--- src/rtl/eptest_engine.sv ---
module eptest_engine #(
  parameter int AW = 32,
  parameter int DW = 32,
  parameter int SZW = 16,
  parameter logic [AW-1:0] WIN_BASE = 'h1000,
  parameter logic [AW-1:0] WIN_END = 'h1400,
  parameter int MSI_TOP = 32,
  parameter int MSIX_TOP = 2048,
  parameter int VECW = 12
) (
  input  logic            clk,
  input  logic            rst_n,
  input  logic            reg_we,
  input  logic [2:0]      reg_addr,
  input  logic [31:0]     reg_wdata,
  output logic [31:0]     reg_rdata,
  output logic            mem_req_valid,
  input  logic            mem_req_ready,
  output logic            mem_req_write,
  output logic [AW-1:0]   mem_req_addr,
  output logic [DW-1:0]   mem_req_wdata,
  input  logic            mem_rsp_valid,
  input  logic [DW-1:0]   mem_rsp_rdata,
  output logic            irq_pulse,
  output logic [1:0]      irq_kind,
  output logic [VECW-1:0] irq_vec
);
  localparam int WB = DW / 8;
  localparam int WSH = $clog2(WB);

  typedef enum logic [2:0] {S_IDLE, S_EVAL, S_RDREQ, S_RDWAIT, S_WRREQ, S_DONE} st_t;

  st_t           st_q;
  logic [31:0]   scratch_q, vecn_q;
  logic [5:0]    opc_q;
  logic [8:0]    stat_q, res_q;
  logic [AW-1:0] src_q, dst_q;
  logic [SZW-1:0] size_q;
  logic [1:0]    kind_q;
  logic [SZW:0]  cnt_q;
  logic [DW-1:0] buf_q;

  function automatic logic vec_legal(input logic [1:0] k, input logic [31:0] n);
    case (k)
      2'd0:    return n == 32'd0;
      2'd1:    return n >= 32'd1 && n <= 32'(MSI_TOP);
      2'd2:    return n >= 32'd1 && n <= 32'(MSIX_TOP);
      default: return 1'b0;
    endcase
  endfunction

  logic is_rd, is_wr, is_cp, irq_cmd, cmd_acc, clr, bad_s, bad_d, fire, last;
  logic [SZW:0] beats;
  logic [AW:0]  span, src_end, dst_end;
  logic [8:0]   ok_bits, bad_bits;
  logic [1:0]   want_kind;

  assign is_rd   = opc_q[3];
  assign is_wr   = opc_q[4];
  assign is_cp   = opc_q[5];
  assign irq_cmd = |opc_q[2:0];
  assign cmd_acc = reg_we && reg_addr == 3'd1 && st_q == S_IDLE &&
                   $onehot(reg_wdata[5:0]) && reg_wdata[31:6] == '0;
  assign clr     = reg_we && reg_addr == 3'd2;

  assign beats   = ({1'b0, size_q} + (SZW+1)'(WB - 1)) >> WSH;
  assign span    = (AW+1)'(beats) << WSH;
  assign src_end = {1'b0, src_q} + span;
  assign dst_end = {1'b0, dst_q} + span;
  assign bad_s   = (is_rd || is_cp) && (src_q < WIN_BASE || src_end > {1'b0, WIN_END});
  assign bad_d   = (is_wr || is_cp) && (dst_q < WIN_BASE || dst_end > {1'b0, WIN_END});
  assign ok_bits  = {4'b0, is_cp, 1'b0, is_wr, 1'b0, is_rd};
  assign bad_bits = {bad_d, bad_s, 1'b0, is_cp, 1'b0, is_wr, 1'b0, is_rd, 1'b0};
  assign last     = (cnt_q + 1'b1) == beats;

  assign want_kind = opc_q[0] ? 2'd0 : opc_q[1] ? 2'd1 : opc_q[2] ? 2'd2 : kind_q;
  assign fire      = st_q == S_DONE && vec_legal(want_kind, vecn_q);
  assign irq_pulse = fire;
  assign irq_kind  = want_kind;
  assign irq_vec   = vecn_q[VECW-1:0];

  assign mem_req_valid = st_q == S_RDREQ || st_q == S_WRREQ;
  assign mem_req_write = st_q == S_WRREQ;
  assign mem_req_addr  = (st_q == S_WRREQ ? dst_q : src_q) + (AW'(cnt_q) << WSH);
  assign mem_req_wdata = is_cp ? buf_q : DW'(scratch_q) + DW'(cnt_q);

  always_comb begin
    case (reg_addr)
      3'd0:    reg_rdata = scratch_q;
      3'd1:    reg_rdata = {26'b0, opc_q};
      3'd2:    reg_rdata = {23'b0, stat_q};
      3'd3:    reg_rdata = 32'(src_q);
      3'd4:    reg_rdata = 32'(dst_q);
      3'd5:    reg_rdata = 32'(size_q);
      3'd6:    reg_rdata = {30'b0, kind_q};
      default: reg_rdata = vecn_q;
    endcase
  end

  always_ff @(posedge clk or negedge rst_n) begin
    if (!rst_n) begin
      st_q      <= S_IDLE;
      scratch_q <= '0;
      vecn_q    <= '0;
      opc_q     <= '0;
      stat_q    <= '0;
      res_q     <= '0;
      src_q     <= '0;
      dst_q     <= '0;
      size_q    <= '0;
      kind_q    <= '0;
      cnt_q     <= '0;
      buf_q     <= '0;
    end else begin
      if (reg_we) begin
        case (reg_addr)
          3'd0:    scratch_q <= reg_wdata;
          3'd3:    src_q     <= AW'(reg_wdata);
          3'd4:    dst_q     <= AW'(reg_wdata);
          3'd5:    size_q    <= SZW'(reg_wdata);
          3'd6:    kind_q    <= reg_wdata[1:0];
          3'd7:    vecn_q    <= reg_wdata;
          default: ;
        endcase
      end

      if (st_q == S_DONE)
        stat_q <= (clr ? '0 : stat_q) | res_q | {2'b0, fire, 6'b0};
      else if (clr)
        stat_q <= '0;

      case (st_q)
        S_IDLE: if (cmd_acc) begin
          opc_q <= reg_wdata[5:0];
          st_q  <= S_EVAL;
        end
        S_EVAL: begin
          cnt_q <= '0;
          if (irq_cmd) begin
            res_q <= '0;
            st_q  <= S_DONE;
          end else if (bad_s || bad_d) begin
            res_q <= bad_bits;
            st_q  <= S_DONE;
          end else if (beats == '0) begin
            res_q <= ok_bits;
            st_q  <= S_DONE;
          end else begin
            st_q <= is_wr ? S_WRREQ : S_RDREQ;
          end
        end
        S_RDREQ: if (mem_req_ready) st_q <= S_RDWAIT;
        S_RDWAIT: if (mem_rsp_valid) begin
          buf_q <= mem_rsp_rdata;
          if (is_cp) begin
            st_q <= S_WRREQ;
          end else begin
            cnt_q <= cnt_q + 1'b1;
            if (last) begin
              res_q <= ok_bits;
              st_q  <= S_DONE;
            end else begin
              st_q <= S_RDREQ;
            end
          end
        end
        S_WRREQ: if (mem_req_ready) begin
          cnt_q <= cnt_q + 1'b1;
          if (last) begin
            res_q <= ok_bits;
            st_q  <= S_DONE;
          end else begin
            st_q <= is_cp ? S_RDREQ : S_WRREQ;
          end
        end
        S_DONE: begin
          opc_q <= '0;
          st_q  <= S_IDLE;
        end
        default: st_q <= S_IDLE;
      endcase
    end
  end
endmodule

--- config.mk ---
export PLATFORM = sky130hd
export DESIGN_NAME = eptest_engine
export DESIGN_NICKNAME = d
export VERILOG_FILES = /design/src/rtl/eptest_engine.sv
export SDC_FILE = /design/constraint.sdc
export NUM_CORES = 1
export LEC_CHECK = 0
export ABC_AREA = 1
export ABC_CLOCK_PERIOD_IN_PS = 3600
export BUFFER_PORTS_ARGS = -buffer_cell sky130_fd_sc_hd__buf_2
export CORE_ASPECT_RATIO = 0.75
export CORE_MARGIN = 1
export CORE_UTILIZATION = 40
export DETAILED_ROUTE_END_ITERATION = 16
export GPL_ROUTABILITY_DRIVEN = 0
export PLACE_DENSITY_LB_ADDON = 0.1
export SETUP_SLACK_MARGIN = 0.2
export SLEW_MARGIN = 40
export SYNTH_ARGS = -nofsm -noshare
export SYNTH_HDL_FRONTEND = slang
export SYNTH_SLANG_ARGS = --single-unit
--- constraint.sdc ---
create_clock -name clk -period 3.6 [get_ports clk]
set_input_delay 0.18 -clock clk [delete_from_list [all_inputs] [get_ports clk]]
set_output_delay 0.18 -clock clk [all_outputs]
set_load 0.01 [all_outputs]
# After elaboration in Yosys (flattened, before gate mapping)
# Index checks and enable logic that the tools add are counted.
totals:
  reg_bits: 222
  mem_bits_rw: 0
  output_inout_bits: 113
  latch_bits: 0
  memories: 0
  romBits: 0
  word_cells: 129
  inputBits: 72
classes:
  magnitude_cmp: 7
  add_sub_neg: 11
  n_eq_ne: 24
  shifts: 0
  mul: 0
  n_mux: 37
  n_div: 0
  bitwise: 2
  n_reduce_logical: 36
op_table:
  columns: ["op", "count"]
  rows:
  - ["$pmux 32 s7", 1]
  - ["$mux 9", 10]
  - ["$add 32x17->33", 2]
  - ["$gt 33x13->1 const B", 2]
  - ["$lt 32x13->1 const B", 2]
  - ["$mux 32", 2]
  - ["$mux 17", 3]
  - ["$pmux 17 s3", 1]
  - ["$mux 3", 12]
  - ["$add 32x17->32", 1]
  - ["$add 32x19->32", 1]
  - ["$ge 32x1->1 const B", 1]
  - ["$le 32x12->1 const B", 1]
  - ["$le 32x6->1 const B", 1]
  - ["$logic_not 32->1", 1]
  - ["$pmux 9 s3", 1]
  - ["$logic_not 26->1", 1]
  - ["$eq 3x3->1 const B", 6]
  - ["$add 16x2->17 const B", 1]
  - ["$add 17x1->17 const B", 1]
  - ["$eq 17x15->1", 1]
  - ["$logic_not 17->1", 1]
  - ["$reduce_and 2->1", 8]
  - ["$pmux 3 s5", 1]
  - ["other kinds (25)", 55]

# Logic depth before layout (Yosys ltp)
# Gate-level depths: netlist (run 1).
logic_depth:
  ltp_word: 9
  ltp_mapped: 33
  ltp_nobuf: 33

# Least setup slack after synthesis (run 1)
# No wires, ideal clock.
synth_path:
  path_kind: "register -> output"
  startpoint: "reg st_q[0]"
  endpoint: "out mem_req_addr[28]"
  slack_ns: -0.169
  required_ns: 3.420
  stages_incl_launch_ff: 20
  t_arrival_ns: 3.589
  path_cell_list: "dfrtp_1 -> nor2_1 -> inv_1 -> nor2_4 -> clkbuf_1 -> clkbuf_1 -> o21ai_0 -> fa_1 -> nand3_1 -> nand2_1 -> a21oi_1 -> o21bai_1 -> a21boi_0 -> inv_1 -> a21o_1 -> a21oi_1 -> o21ai_1 -> nand2_1 -> nor2_1 -> xor2_1"
synth_via:
  elab_chain_len: 3
synth_rtl:
  columns: ["item", "line", "text"]
  rows:
  - ["start, declared", "33", "st_t st_q;"]
  - ["start signal, assigned", "149", "st_q <= is_wr ? S_WRREQ : S_RDREQ;"]
  - ["start signal, assigned", "173", "st_q <= is_cp ? S_RDREQ : S_WRREQ;"]
  - ["$eq 3x3->1", null, null]
  - ["named net mem_req_write", "19", "output logic mem_req_write,"]
  - ["$mux 32", "84", "assign mem_req_addr = (st_q == S_WRREQ ? dst_q : src_q) + (AW'(cnt_q) << WSH);"]
  - ["$add 32x19->32", "84", null]
  - ["end, declared", "20", "output logic [AW-1:0] mem_req_addr,"]
# The timed path passes the listed nets, and every way through them passes these cells.

# Worst setup path in the final report (run 1)
layout_path:
  startpoint: "reg st_q[0]"
  endpoint: "out mem_req_addr[30]"
layout_via:
  elab_chain_len: 3
layout_rtl:
  columns: ["item", "line"]
  rows:
  - ["$eq 3x3->1", "84"]
  - ["$mux 32", "84"]
  - ["$add 32x19->32", "84"]
# No other way between the ends.

==> key figures, run 1 <==
Status
  – Status: finished, violations left
  – Failing checks: setup timing

STA
  – Fmax: 247 MHz
  – Final hold vios: 0
  – Final worst slack: -454 ps
  – Tcrit/Tclk final: 113%
  – Layout Skew: 17.5 ps
  – Slew Viols, Final: 0
  – Worst hold slack: 6.07 ps
  – Final setup fails: 31
  – RSZ-0062 raised after global routing: yes
  – Tmin final: 4050 ps
  – Slew @ Worst Pin: 765 ps
  – Slew Limit Headroom: 48.5%

Place
  – IO buf count: 184
  – Pre-CTS setup slack: -471 ps
  – HPWL after DPL: 51,100 um
  – Placed Instance Area: 0.0196 mm^2

Finish
  – Fill count: 3,893
  – Post-layout util: 57.2%
  – Area delta synth->final: 40.0%
  – Design area: 0.0236 mm^2
  – Commonest non-fill, non-tap cells in the layout: nand2_1, inv_1, buf_4
  – Layout Nets: 3,083
  – Share of layout cells above drive strength 1: 31.2%
  – Leading cell type in the layout, fill and taps excluded: nand2_1

Critical path
  – RR Endpoint: res_q[4]
  – CP cell instances: nor2_2 -> inv_2 -> nor2_4 -> buf_12 -> buf_4 -> o21ai_2 -> ha_1 -> buf_6 -> nand3_2 -> nand2_2 -> a21oi_4 -> o21bai_4 -> a21boi_2 -> inv_1 -> a21o_4 -> a21oi_4 -> o21ai_4 -> nand2_2 -> nor2_2 -> xnor2_1 -> inv_1 -> buf_6
  – CP Data Arrival Time: 3870 ps
  – Startpoint type of the worst setup path: flip-flop
  – Reg-to-reg startpoint: size_q[5]
  – CP Max Fanout: 7
  – Worst Setup End Kind: output port
  – CP bufs+invs: 7
  – Req. time, crit path: 3420 ps
  – Reg-to-reg slack, setup: -300 ps
  – Kind of critical path: flip-flop to output port
  – Reg2Reg Depth: 30
  – Delay-heaviest family, CP: compound AO/OA/AOI/OAI gates
  – CP max stage delay: 400 ps
  – Slowest-stage cell, CP: dfrtp_1

Routing
  – Wirelength, routed: 67,700 um
  – Via count: 18,600
  – Antenna Nets Post-Route: 0
  – Residual DRC: 0
  – Via-to-Cell Ratio: 5.30
  – DRT Pass-1 Iters: 7
  – DR iter-0 viols: 1,772
  – WL/cell: 19.3 um

Floorplan
  – Starting Density: 40.9%
  – Die Ht: 180 um
  – Row count: 64
  – Die area: 0.0429 mm^2
  – Io pins: 185
  – Core area: 0.0412 mm^2
  – Die X: 239 um

Logic synthesis
  – Synth Instances: 2,465
  – Seq/Total Area, Yosys: 32.9%
  – Mean post-synth cell area: 6.83 um^2
  – Asr flop ratio synth: 100%
  – Cell variety after synth: 55
  – Synth top area share: 32.9%
  – Yosys top cell by area: dfrtp_1
  – Syn_nets: 2,615
  – Synth top area cells: dfrtp_1, nand2_1, inv_1
  – Synthesized area: 0.0168 mm^2
  – Number of synthesized register bits: 221
  – EDFF count, synth: 0
  – Main flop type after synthesis: dfrtp_1
  – YS warnings: 0

Global route
  – Vias in the first global route: 17,600
  – Initial antenna violation count: 1
  – Met3 Track Usage GR: 6.22%
  – Gr busiest metal: met2
  – Largest net degree at the start of global routing: 65
  – GRT met2 Usage: 45.8%
  – Total gr overflow: 0
  – Grt met1 use: 44.0%
  – First-pass GRT wire length: 102,000 um
  – Total track usage: 30.7%

Power and ir drop
  – P_leak: 11.9 nW
  – Power per Cell Area: 495 mW/mm^2
  – Power Total: 11.7 mW
  – Max IR drop VDD: 317 uV

Clock tree
  – Num CTS Buffers: 25
  – CTS tree: done
  – Insertion delay to the later sink of the worst-skew pair: 550 ps
  – Clk slew on worst S/H paths: 70 ps
  – H-tree depth: 1
  – TritonCTS Sinks: 221
  – Root buffer cell: clkbuf_16
  – CTS Buffer Depth: 3

Flow run
  – Max Cap Viol: 0

Hold path
  – Hold endpoint: src_q[24]
  – Hold Crit Class: primary input to flip-flop
  – Hold Crit Depth: 3
  – Hold_sp: reg_wdata[24]
[area by class of cell]
class                           instances  area, um^2  share of cell area (%)
Timing Repair Buffer                  512        3760                    16.0
Antenna cell                            1        2.50                  0.0106
Inverter                              325        1230                    5.23
Clock inverter                         13         203                   0.860
Multi-Input combinational cell       1848       11400                    48.6
Tap cell                              561         702                    2.98
Sequential cell                       221        5530                    23.5
Clock buffer                           31         688                    2.92
[cell usage after synthesis, types with 3 or more instances]
library cell,count
fa_1,7
clkbuf_1,52
ha_1,71
a31oi_1,3
nand2_2,18
a22o_1,8
o21ai_1,8
or2_2,12
nand3_1,129
buf_4,13
buf_1,5
xor2_1,64
xnor2_1,11
o2111ai_1,6
a21oi_1,78
nand2_4,5
inv_2,12
o21ai_0,221
o22ai_1,29
o211ai_1,8
nor3_1,30
nor4_1,29
nor2_2,8
a221oi_1,20
nand4_1,45
nor3_2,7
clkinv_1,3
nor2_1,167
mux2_2,32
dfrtp_1,221
nand3_2,8
nand3b_1,6
nand2_1,785
a221o_1,3
o21bai_1,6
inv_1,310
[flip-flops by register name, summed over array words and instances (netlist names)]
register,count
cnt_q,17
vecn_q,32
kind_q,2
stat_q,9
size_q,16
src_q,32
opc_q,6
res_q,8
dst_q,32
scratch_q,32
st_q,3
buf_q,32
[worst max-delay path by stage]
stage                     slack (ps)  cells after the start                to  startpoint
after global routing            -620                     21  mem_req_addr[29]     st_q[0]
final                           -450                     22  mem_req_addr[30]     st_q[0]
after global placement          -410                     28          res_q[4]   size_q[1]
after CTS                       -380                     23  mem_req_addr[30]     st_q[1]
after floorplan                  130                     22  mem_req_addr[28]     st_q[0]
after detailed placement        -470                     28          res_q[1]   size_q[1]
[per-layer routing]
layer  share of wire (%)  up-vias
met1                  46     8822
met3                 7.7      122
met4                 3.2        0
met5                   0        -
li1                    -     8993
met2                  43      683
[power breakdown]
group | leakage (nW) | internal [mW] | switching (mW)
sequential | 2.81 | 2.99 | 0.597
combinational | 8.65 | 2.23 | 2.97
clock | 0.434 | 1.71 | 1.16
[worst min-delay path, delay by kind of cell]
| kind | cells | cell delay [ps] |
|---|---|---|
| buffers and inverters | 2 | 180 |
| AOI/OAI and AO/OA | 1 | 160 |
[per-stage QoR]
| step | cells | TNS, ps |
|---|---|---|
| 2_1_floorplan | 2465 | 0 |
| 3_3_place_gp | 3311 | -4210 |
| 3_5_place_dp | 3313 | -5220 |
| 4_1_cts | 3454 | -6220 |
| 5_1_grt | 3511 | -14050 |
| 6_report | 3512 | -9210 |
[cells by family (layout without fill, tap and decap cells)]
group,after synthesis,after routing,synth area share [%]
flops,221,221,32.9
xor+xnor,75,75,3.90
mux,32,32,2.14
simple gates,1259,1260,32.3
other cells,0,1,0
fa+ha+maj,78,78,6.11
buf+inv,397,881,9.16
compound gates,403,403,13.6
[timing repair]
item	in CTS	in global routing
resized for setup	177	246
endpoints found under the hold margin	109	0
hold buffers	38	0
setup endpoints to repair	51	53
pin swaps	67	134
buffers inserted	57	57
cloned	2	0
Note: power is estimated with default switching activity, not from simulation.
==> inputs of run 2 (changes only) <==
--- a/config.mk
+++ b/config.mk
@@ -5,7 +5,6 @@
 export SDC_FILE = /design/constraint.sdc
 export NUM_CORES = 1
 export LEC_CHECK = 0
-export ABC_AREA = 1
 export ABC_CLOCK_PERIOD_IN_PS = 3600
 export BUFFER_PORTS_ARGS = -buffer_cell sky130_fd_sc_hd__buf_2
 export CORE_ASPECT_RATIO = 0.75
@@ -13,6 +12,7 @@
 export CORE_UTILIZATION = 40
 export DETAILED_ROUTE_END_ITERATION = 16
 export GPL_ROUTABILITY_DRIVEN = 0
+export GPL_TIMING_DRIVEN = 0
 export PLACE_DENSITY_LB_ADDON = 0.1
 export SETUP_SLACK_MARGIN = 0.2
 export SLEW_MARGIN = 40
==> run 2 against run 1 <==
The flow still finishes with violations (setup timing). Critical path depth is the same. First-iteration DRC count is 0.73% higher. Clock-buffer cell count rose by 7.
==> key figures, run 2 <==
Floorplan
  – Die area: 0.0432 mm^2 (was 0.0429 mm^2)
  – Row count: 64 (unchanged)
  – Die X: 240 um (was 239 um)
  – Io pins: 185 (unchanged)
  – Core area: 0.0412 mm^2 (about the same)
  – Die Ht: 180 um (about the same)
  – Starting Density: 41.1% (was 40.9%)

Routing
  – DRT Pass-1 Iters: 6 (was 7)
  – WL/cell: 24.3 um (was 19.3 um)
  – Via-to-Cell Ratio: 6.02 (was 5.30)
  – Residual DRC: 0 (unchanged)
  – Via count: 17,600 (was 18,600)
  – Wirelength, routed: 70,800 um (was 67,700 um)
  – DR iter-0 viols: 1,785 (was 1,772)
  – Antenna Nets Post-Route: 0 (unchanged)

Critical path
  – Startpoint type of the worst setup path: flip-flop (unchanged)
  – CP Data Arrival Time: 4650 ps (was 3870 ps)
  – Reg-to-reg slack, setup: -960 ps (was -300 ps)
  – CP Max Fanout: 4 (was 7)
  – Slowest-stage cell, CP: dfrtp_1 (unchanged)
  – Critical Path Sink: mem_req_addr[20] (was mem_req_addr[30])
  – CP bufs+invs: 6 (was 7)
  – CP cell instances: clkbuf_8 -> inv_8 -> nand2_4 -> nor2_4 -> buf_12 -> clkbuf_16 -> buf_12 -> mux2_4 -> ha_4 -> fa_2 -> a21o_1 -> a21oi_2 -> o21bai_1 -> a21o_1 -> a21oi_4 -> o211ai_1 -> a31o_2 -> a21oi_4 -> nor2b_2 -> xnor2_1 -> mux2i_1 -> buf_2 (was nor2_2 -> inv_2 -> nor2_4 -> buf_12 -> buf_4 -> o21ai_2 -> ha_1 -> buf_6 -> nand3_2 -> nand2_2 -> a21oi_4 -> o21bai_4 -> a21boi_2 -> inv_1 -> a21o_4 -> a21oi_4 -> o21ai_4 -> nand2_2 -> nor2_2 -> xnor2_1 -> inv_1 -> buf_6)
  – Delay-heaviest family, CP: compound AO/OA/AOI/OAI gates (unchanged)
  – CP max stage delay: 370 ps (was 400 ps)
  – Worst Setup End Kind: output port (unchanged)
  – Req. time, crit path: 3420 ps (about the same)
  – Kind of critical path: flip-flop to output port (unchanged)
  – Reg-to-reg startpoint: size_q[6] (was size_q[5])
  – Critical path origin: st_q[0] (unchanged)
  – Critical path depth in cells: 22 (unchanged)
  – Reg2Reg Depth: 19 (was 30)
  – RR Endpoint: st_q[0] (was res_q[4])

Finish
  – Layout Nets: 2,489 (was 3,083)
  – Leading cell type in the layout, fill and taps excluded: dfrtp_1 (was nand2_1)
  – Commonest non-fill, non-tap cells in the layout: dfrtp_1, mux2_2, buf_2 (was nand2_1, inv_1, buf_4)
  – Fill count: 3,598 (was 3,893)
  – Share of layout cells above drive strength 1: 37.8% (was 31.2%)
  – Final Non-Filler Cells: 2,920 (was 3,512)
  – Post-layout util: 57.5% (was 57.2%)
  – Area delta synth->final: 40.0% (about the same)

Status
  – Failing checks: setup timing (unchanged)
  – Status: finished, violations left (unchanged)

Logic synthesis
  – Synth top area cells: dfrtp_1, mux2_2, ha_1 (was dfrtp_1, nand2_1, inv_1)
  – Number of synthesized register bits: 221 (unchanged)
  – Cell variety after synth: 80 (was 55)
  – Seq/Total Area, Yosys: 32.6% (was 32.9%)
  – Asr flop ratio synth: 100% (unchanged)
  – Post-synth top cells: dfrtp_1, mux2_2, nand2_1 (was nand2_1, inv_1, dfrtp_1, o21ai_0, nor2_1)
  – Synth top area share: 32.6% (was 32.9%)
  – Syn_nets: 2,064 (was 2,615)
  – Most common cell in the netlist: dfrtp_1 (was nand2_1)
  – Yosys top cell by area: dfrtp_1 (unchanged)
  – Synth Instances: 1,914 (was 2,465)
  – EDFF count, synth: 0 (unchanged)
  – YS warnings: 0 (unchanged)
  – Synthesized area: 0.0169 mm^2 (was 0.0168 mm^2)
  – Main flop type after synthesis: dfrtp_1 (unchanged)
  – Mean post-synth cell area: 8.85 um^2 (was 6.83 um^2)

Global route
  – First-pass GRT wire length: 104,000 um (was 102,000 um)
  – Initial antenna violation count: 2 (was 1)
  – Largest net degree at the start of global routing: 74 (was 65)
  – Total gr overflow: 0 (unchanged)
  – Vias in the first global route: 16,400 (was 17,600)
  – Total track usage: 32.0% (was 30.7%)

STA
  – Final setup fails: 49 (was 31)
  – RSZ-0062 raised after global routing: yes (unchanged)
  – Final hold vios: 0 (unchanged)
  – Tmin final: 4830 ps (was 4050 ps)
  – Fmax: 207 MHz (was 247 MHz)
  – Final worst slack: -1230 ps (was -454 ps)
  – Slew Viols, Final: 0 (unchanged)
  – Tcrit/Tclk final: 134% (was 113%)
  – Slew Limit Headroom: 38.9% (was 48.5%)
  – Setup_tns: -33,670 ps (was -9210 ps)
  – Slew @ Worst Pin: 907 ps (was 765 ps)
  – Layout Skew: 13.2 ps (was 17.5 ps)

Power and ir drop
  – Power Total: 15.1 mW (was 11.7 mW)
  – Sw Share: 43.8% (was 40.5%)
  – Clock group share of total power: 17.9% (was 24.6%)
  – Max IR drop VDD: 363 uV (was 317 uV)
  – Int Pwr: 8.49 mW (was 6.93 mW)
  – Flop pwr share: 25.5% (was 30.8%)
  – Power per Cell Area: 638 mW/mm^2 (was 495 mW/mm^2)
  – Net Switching: 6.63 mW (was 4.73 mW)
  – P_leak: 10.0 nW (was 11.9 nW)
  – Logic pwr share: 56.6% (was 44.6%)

Clock tree
  – Root buffer cell: clkbuf_16 (unchanged)
  – Clk slew on worst S/H paths: 60 ps (was 70 ps)
  – CTS tree: done (unchanged)
  – Insertion delay to the later sink of the worst-skew pair: 560 ps (was 550 ps)
  – CTS Buffer Depth: 3 (unchanged)
  – TritonCTS Sinks: 221 (unchanged)
  – Num CTS Buffers: 26 (was 25)
  – H-tree depth: 1 (unchanged)

Place
  – HPWL after DPL: 52,000 um (was 51,100 um)
  – IO buf count: 184 (unchanged)
  – DP Cell Count: 2,662 (was 3,313)
  – Pre-CTS setup slack: -1740 ps (was -471 ps)

Hold path
  – Hold Crit Class: primary input to flip-flop (unchanged)
  – Hold Crit Depth: 2 (was 3)

Flow run
  – Max Cap Viol: 0 (unchanged)
[run 2: changes by cell type after synthesis, moves of 24 or more]
cell,before,now
o21ai_0,221,156
mux2_2,32,188
inv_1,310,63
nand3_1,129,52
xnor2_1,11,69
xor2_1,64,31
a31oi_1,3,27
nor2_1,167,140
mux2i_1,0,43
clkbuf_1,52,97
nand2_1,785,182
[run 2: worst reg2reg max path: stages (launching register included)]
cell       delay, ps
dfrtp_1          350
buf_6            140
nand4_1          200
buf_4            220
nor2_4           100
xor2_2           260
buf_4            170
ha_1             220
buf_4            190
a21oi_4          210
o21ai_1          140
a211oi_4         380
a2111oi_2        130
a221oi_2         190
nand4_1          170
nor4_4           460
a21oi_4          220
or2_4            340
o311ai_2         240
o21ai_1          120
[run 2: timing repair]
| item | in CTS | in global routing |
|---|---|---|
| resized for setup | 291 | 132 |
| hold buffers | 52 | 0 |
| hold endpoints to repair | 298 | 0 |
| pin swaps | 115 | 99 |
| gates cloned | 2 | 0 |
| buffers inserted | 107 | 49 |
| setup endpoints to repair | 70 | 67 |
[run 2: routing by layer]
metal / track usage, % / up-vias / part of all wire [%]
li1: - / 7899 / -
met2: 48.1 / 788 / 44
met3: 5.55 / 157 / 8.5
met5: 0 / - / 0
met4: 10.1 / 0 / 3.6
met1: 46.3 / 8728 / 44
[run 2: stage by stage]
step | area (um^2) | hold slack [ps]
2_1_floorplan | 17400 | -116
3_3_place_gp | 19000 | 413
3_5_place_dp | 19100 | 36.5
4_1_cts | 22700 | 0.320
5_1_grt | 23700 | 17.3
6_report | 23700 | 24.7
[run 2: power groups by stage]
stage	sequential, mW	combinational [mW]	clock [mW]
detailed placement	3.85	6.35	0
finish	3.86	8.56	2.70
CTS	3.81	7.79	2.74
floorplan	3.51	4.39	0
global route	3.91	9.10	2.82
global placement	3.83	6.25	0
[run 2: area by class of cell]
type	count	area (um^2)	area share (%)
Clock inverter	9	109	0.459
Inverter	64	248	1.04
Buffer	129	781	3.29
Sequential cell	221	5540	23.4
Timing Repair Buffer	397	2950	12.4
Clock buffer	38	746	3.14
Multi-Input combinational cell	1500	12600	53.3
Antenna cell	1	2.50	0.0106
Tap cell	561	702	2.96
[run 2: worst min-delay path by stage]
stage | startpoint | to | slack [ps]
final | reg_wdata[15] | vecn_q[15] | 20
after CTS | reg_wdata[25] | vecn_q[25] | 0.3
after floorplan | rst_n | buf_q[0] | -120
after global placement | mem_rsp_rdata[9] | buf_q[9] | 410
after global routing | reg_wdata[15] | vecn_q[15] | 20
after detailed placement | rst_n | st_q[2] | 40
[run 2: logic make-up after synthesis]
| group | share of synthesized area, % |
|---|---|
| adder cells (fa/ha/maj) | 6.07 |
| AND/OR/NAND/NOR | 17.8 |
| XOR/XNOR | 5.53 |
| AO/OA/AOI/OAI | 17.9 |
| multiplexers | 15.3 |
| flip-flops | 32.6 |
| buffers and inverters | 4.74 |
